$ cat config.mk
export PLATFORM = sky130hd
export DESIGN_NAME = isr_status_regs
export DESIGN_NICKNAME = d
export VERILOG_FILES = /design/src/rtl/isr_pkg.sv /design/src/rtl/isr_therm_sense.sv /design/src/rtl/isr_set_build.sv /design/src/rtl/isr_bank.sv /design/src/rtl/isr_rd_mux.sv /design/src/rtl/isr_status_regs.sv
export SDC_FILE = /design/constraint.sdc
export NUM_CORES = 1
export LEC_CHECK = 0
export ABC_AREA = 1
export BUFFER_PORTS_ARGS = -buffer_cell sky130_fd_sc_hd__buf_4
export CAP_MARGIN = 25
export CORE_ASPECT_RATIO = 1.5
export CORE_UTILIZATION = 47
export CTS_CLUSTER_DIAMETER = 50
export DETAILED_ROUTE_END_ITERATION = 8
export PLACE_DENSITY_LB_ADDON = 0.3
export SKIP_CTS_REPAIR_TIMING = 1
export SLEW_MARGIN = 20
export SYNTH_ARGS = -nofsm -noshare
export SYNTH_HDL_FRONTEND = slang
export SYNTH_SLANG_ARGS = --single-unit
export TNS_END_PERCENT = 50
$ cat constraint.sdc
create_clock -name clk -period 1.45 [get_ports clk]
set_clock_uncertainty 0.15 [all_clocks]
set_input_delay 0.29 -clock clk [delete_from_list [all_inputs] [get_ports clk]]
set_output_delay 0.29 -clock clk [all_outputs]
set_load 0.02 [all_outputs]
$ cat src/rtl/isr_pkg.sv
package isr_pkg;

  // Next value of one status register: clear from a read, then set from a
  // conversion; a set on the same edge therefore survives the clear.
  function automatic logic [63:0] upd_bits(input logic [63:0] cur,
                                           input logic [63:0] clr,
                                           input logic [63:0] set);
    return (cur & ~clr) | set;
  endfunction

  // The pin counts as pulled from outside only when low and not driven by us.
  function automatic logic ext_pull(input logic pin_n, input logic drv);
    return ~pin_n & ~drv;
  endfunction

  // Does a read strobe target status register `bank` (not a mirror)?
  function automatic logic hits_status(input logic stb, input logic mirror,
                                       input int unsigned idx,
                                       input int unsigned bank);
    return stb && !mirror && (idx == bank);
  endfunction

endpackage

$ cat src/rtl/isr_therm_sense.sv
module isr_therm_sense (
  input  logic therm_pin_n,
  input  logic therm_drv,
  output logic ext_pull
);
  import isr_pkg::*;

  always_comb ext_pull = isr_pkg::ext_pull(therm_pin_n, therm_drv);

endmodule

$ cat src/rtl/isr_set_build.sv
module isr_set_build #(
  parameter int NB        = 16,
  parameter int THERM_IDX = 12
) (
  input  logic          conv_done,
  input  logic [NB-1:0] err_flags,
  input  logic          ext_pull,
  output logic [NB-1:0] set_vec
);

  logic [NB-1:0] raw;

  generate
    for (genvar i = 0; i < NB; i++) begin : g_bit
      if (i == THERM_IDX) begin : g_therm
        assign raw[i] = ext_pull;
      end else begin : g_flag
        assign raw[i] = err_flags[i];
      end
    end
  endgenerate

  assign set_vec = conv_done ? raw : '0;

endmodule

$ cat src/rtl/isr_bank.sv
module isr_bank #(
  parameter int W = 8
) (
  input  logic         clk,
  input  logic         rst_n,
  input  logic [W-1:0] set_bits,
  input  logic         clr,
  output logic [W-1:0] q
);
  import isr_pkg::*;

  logic [63:0] nxt_wide;
  logic [W-1:0] nxt;

  always_comb begin
    nxt_wide = upd_bits(64'(q), {64{clr}}, 64'(set_bits));
    nxt      = nxt_wide[W-1:0];
  end

  always_ff @(posedge clk or negedge rst_n) begin
    if (!rst_n) q <= '0;
    else        q <= nxt;
  end

endmodule

$ cat src/rtl/isr_rd_mux.sv
module isr_rd_mux #(
  parameter int W     = 8,
  parameter int N     = 2,
  parameter int IDX_W = 1
) (
  input  logic [W*N-1:0] regs,
  input  logic [IDX_W-1:0] idx,
  output logic [W-1:0]   data
);

  always_comb begin
    data = '0;
    for (int b = 0; b < N; b++) begin
      if (int'(idx) == b) data = regs[b*W +: W];
    end
  end

endmodule

$ cat src/rtl/isr_status_regs.sv
module isr_status_regs #(
  parameter int REG_W     = 8,
  parameter int N_REGS    = 2,
  parameter int THERM_IDX = 12,
  localparam int NB       = REG_W * N_REGS,
  localparam int IDX_W    = (N_REGS > 1) ? $clog2(N_REGS) : 1,
  localparam int SEL_W    = IDX_W + 1
) (
  input  logic             clk,
  input  logic             rst_n,
  input  logic             conv_done,
  input  logic [NB-1:0]    err_flags,
  input  logic             therm_pin_n,
  input  logic             therm_drv,
  input  logic [NB-1:0]    mask,
  input  logic             rd_stb,
  input  logic [SEL_W-1:0] rd_sel,
  output logic [REG_W-1:0] rd_data,
  output logic             irq_summary
);
  import isr_pkg::*;

  // Named internal events, observed by the bound checker.
  logic             ext_pull;
  logic [NB-1:0]    set_vec;
  logic [N_REGS-1:0] clr_bank;
  logic [NB-1:0]    stat_q;
  logic             rd_mirror;
  logic [IDX_W-1:0] rd_idx;

  assign rd_mirror = rd_sel[SEL_W-1];
  assign rd_idx    = rd_sel[IDX_W-1:0];

  isr_therm_sense u_therm (
    .therm_pin_n (therm_pin_n),
    .therm_drv   (therm_drv),
    .ext_pull    (ext_pull)
  );

  isr_set_build #(.NB(NB), .THERM_IDX(THERM_IDX)) u_set (
    .conv_done (conv_done),
    .err_flags (err_flags),
    .ext_pull  (ext_pull),
    .set_vec   (set_vec)
  );

  generate
    for (genvar b = 0; b < N_REGS; b++) begin : g_bank
      assign clr_bank[b] = hits_status(rd_stb, rd_mirror, int'(rd_idx), b);

      isr_bank #(.W(REG_W)) u_bank (
        .clk      (clk),
        .rst_n    (rst_n),
        .set_bits (set_vec[b*REG_W +: REG_W]),
        .clr      (clr_bank[b]),
        .q        (stat_q[b*REG_W +: REG_W])
      );
    end
  endgenerate

  // Mirror and status views share one copy of the bits.
  isr_rd_mux #(.W(REG_W), .N(N_REGS), .IDX_W(IDX_W)) u_mux (
    .regs (stat_q),
    .idx  (rd_idx),
    .data (rd_data)
  );

  assign irq_summary = |(stat_q & ~mask);

endmodule

==> results by group <==
Synthesis
  – Xor/xnor share of the synthesized area: 0
  – Yosys warnings: 0
  – Area share of the largest cell type after synthesis: 0.435
  – Synth Area in Simple Gates: 0.254
  – Synth area leader: dfrtp_1
  – Register area share after synthesis: 0.435
  – Asr flop ratio synth: 1.00
  – Post-synth top flop: dfrtp_1
  – FF+latch count, synth: 16
  – Most numerous cell in the Yosys netlist: nand2_1
  – Share of synthesized cell area in full adder, half adder and majority cells: 0
  – Mean Syn Cell Area: 6.62 um2
  – Synth cell count leaders: 50 x nand2_1, 39 x inv_1, 19 x o21ai_0
  – Synth Area in Compound Gates: 0.131
  – Post-synthesis cell area: 920 um2
  – Mapped Nets: 179
  – Mux share of post-synthesis cell area: 0
  – Unique cell type count in the Yosys netlist: 11
  – Largest family of logic cells by synthesized area: simple AND/OR/NAND/NOR gates
  – Largest cells by area after synthesis: dfrtp_1 44%, nand2_1 20%, inv_1 16%
  – EDFF count, synth: 0
  – Post-Synthesis Cells: 139

Routing
  – Via Count: 1014
  – Starting DRT DRC Count: 23
  – Detailed-route DRC error count: 0
  – Wire per inst: 11.8 um
  – Antenna Nets Post-Route: 0
  – Final wirelength: 2540 um
  – Initial DRT Pass Iterations: 5
  – Drt via density: 4.69

Finish
  – Share of cells above drive strength 1: 0.359
  – Number of diodes: 0
  – Area Overhead vs Synth: 54.3%
  – Top flop regs: g_bank.u_bank.q x16
  – Reg area: 400 um2
  – FILL cells: 149
  – Largest Register: g_bank.u_bank.q
  – Multi-input logic area: 368 um2
  – Nets: 236
  – Max reg flops: 16

Floorplan
  – Die Ht: 56.2 um
  – Starting Density: 0.502
  – # IOs: 49
  – Core Footprint: 1830 um2
  – Die area: 2140 um2
  – Die W: 38.1 um
  – Cell row count: 19

Placed design
  – Setup slack at placement: 89.0 ps
  – Final Wtd Congestion: 0.808
  – Port Buf Inserts: 47
  – Post-DP HPWL: 1800 um

Power
  – Net Switching: 370 uW
  – Part of the power in the clock network: 0.240
  – LEAKAGE: 0.875 nW
  – Worst IR drop on VDD: 822 uV
  – Flop pwr share: 0.439
  – Power Dens Cells: 861 nW/um2
  – Switching portion of total power: 0.303
  – Total power: 1.22 mW
  – Internal: 851 uW
  – Comb pwr share: 0.321

Setup path
  – Crit Path Max Fanout: 3
  – Crit. End Element: primary output
  – Worst path arrival time: 1270 ps
  – Crit Path Category: flop to primary output
  – CP required: 1010 ps
  – Worst Setup Start Kind: flop

CTS
  – Worst-path clk slew: 90 ps
  – Clock latency on the worst-skew pair: 290 ps
  – Clk buf depth: 2
  – Clock Root Buffer: clkbuf_4
  – Htree depth: 1
  – CTS buffer count: 3
  – CTS Sinks: 16
  – CTS tree: yes

Global route
  – Total congestion overflow: 0
  – Vias in the first global route: 919
  – First-pass GRT wire length: 3660 um
  – Initial antenna violation count: 0
  – Pin count of the biggest net entering global routing: 19
  – GRT Overall Usage: 0.242

STA
  – Post-route minimum period: 1710 ps
  – Final Hold Vio Count: 0
  – Slew Limit Headroom: 0.781
  – Tightest Pin Transition: 328 ps
  – Tcrit/Tclk final: 1.18
  – RSZ-0062 raised after global routing: true
  – FMAX: 586 MHz
  – Slew Limit Fails: 0
  – Setup violations, final: 6
  – Setup ws final: -258 ps

Status
  – Failing checks: setup timing
  – Status: finished, violations left

Run
  – Maxcap violations: 0

Min path
  – Worst hold path type: input port to flop
==> worst paths after layout <==
path	startpoint	endpoint	slack, ps	cells past startpoint
min	err_flags[8]	g_bank[1].u_bank.q[0]	50	3
max	g_bank[1].u_bank.q[2]	irq_summary	-260	7
min reg2reg	g_bank[1].u_bank.q[3]	g_bank[1].u_bank.q[3]	410	2
min in group asynchronous	rst_n	g_bank[1].u_bank.q[1]	250	2
max reg2reg	g_bank[0].u_bank.q[6]	g_bank[0].u_bank.q[6]	510	3
max in group asynchronous	rst_n	g_bank[0].u_bank.q[5]	720	2
==> logic make-up (layout without fill, tap and decap cells) <==
kind of cell	after synthesis	in the layout
and+or+nand+nor	56	56
buffers and inverters	43	99
AOI/OAI and AO/OA	24	24
DFF	16	16
==> routing by layer <==
| layer | track usage | share of wire | up-vias | wire length, um |
|---|---|---|---|---|
| met5 | 0 | 0 | - | 0 |
| met4 | 0.107 | 0.018 | 0 | 46 |
| met3 | 0.0520 | 0.043 | 5 | 108 |
| met2 | 0.426 | 0.58 | 35 | 1470 |
| met1 | 0.259 | 0.36 | 456 | 913 |
| li1 | - | - | 518 | - |
==> placed cells by master (no fill, tap or decap) <==
master,synthesis,routed
buf_4,0,50
nand2_1,50,49
inv_1,39,34
dfrtp_1,16,16
o21ai_0,19,11
o21ai_1,5,10
inv_2,0,5
buf_6,0,5
nor2_1,3,3
o21ai_2,0,3
clkbuf_4,0,3
nor3b_4,1,1
nor3_2,1,1
nand4_1,1,1
nand2_2,0,1
clkbuf_8,0,1
dlygate4sd3_1,0,1
==> metrics by stage <==
stage	util	setup TNS, ps	instance area (um2)	hold slack (ps)	cells
2_1_floorplan	-	-171	920	-156	139
3_3_place_gp	0.703	0	1290	4.06	204
5_1_grt	0.775	-995	1420	41.5	216
3_5_place_dp	0.703	0	1290	4.88	204
6_report	0.775	-549	1420	47.1	216
4_1_cts	0.723	-542	1320	-319	208
==> layout make-up <==
cell class / count / share of cell area
clock buffer: 4 / 0.0256
inverter: 39 / 0.103
multi-input combinational: 80 / 0.259
sequential: 16 / 0.282
tap: 21 / 0.0185
timing repair buffer: 56 / 0.311
==> power groups by stage <==
stage | combinational [mW] | sequential (mW) | clock (mW)
after CTS | 0.324 | 0.533 | 0.301
final | 0.392 | 0.536 | 0.293
after floorplan | 0.167 | 0.531 | 0
after detailed placement | 0.321 | 0.542 | 0
after global routing | 0.429 | 0.541 | 0.332
after global placement | 0.310 | 0.536 | 0
==> critical path, stage by stage (launching register included) <==
cell and delay, ps:
dfrtp_1 410, nand2_1 100, nand2_1 60, inv_1 50
nand2_1 50, nor2_1 100, nand2_1 80, buf_6 130
No activity file was read; power rests on OpenSTA's default activity.
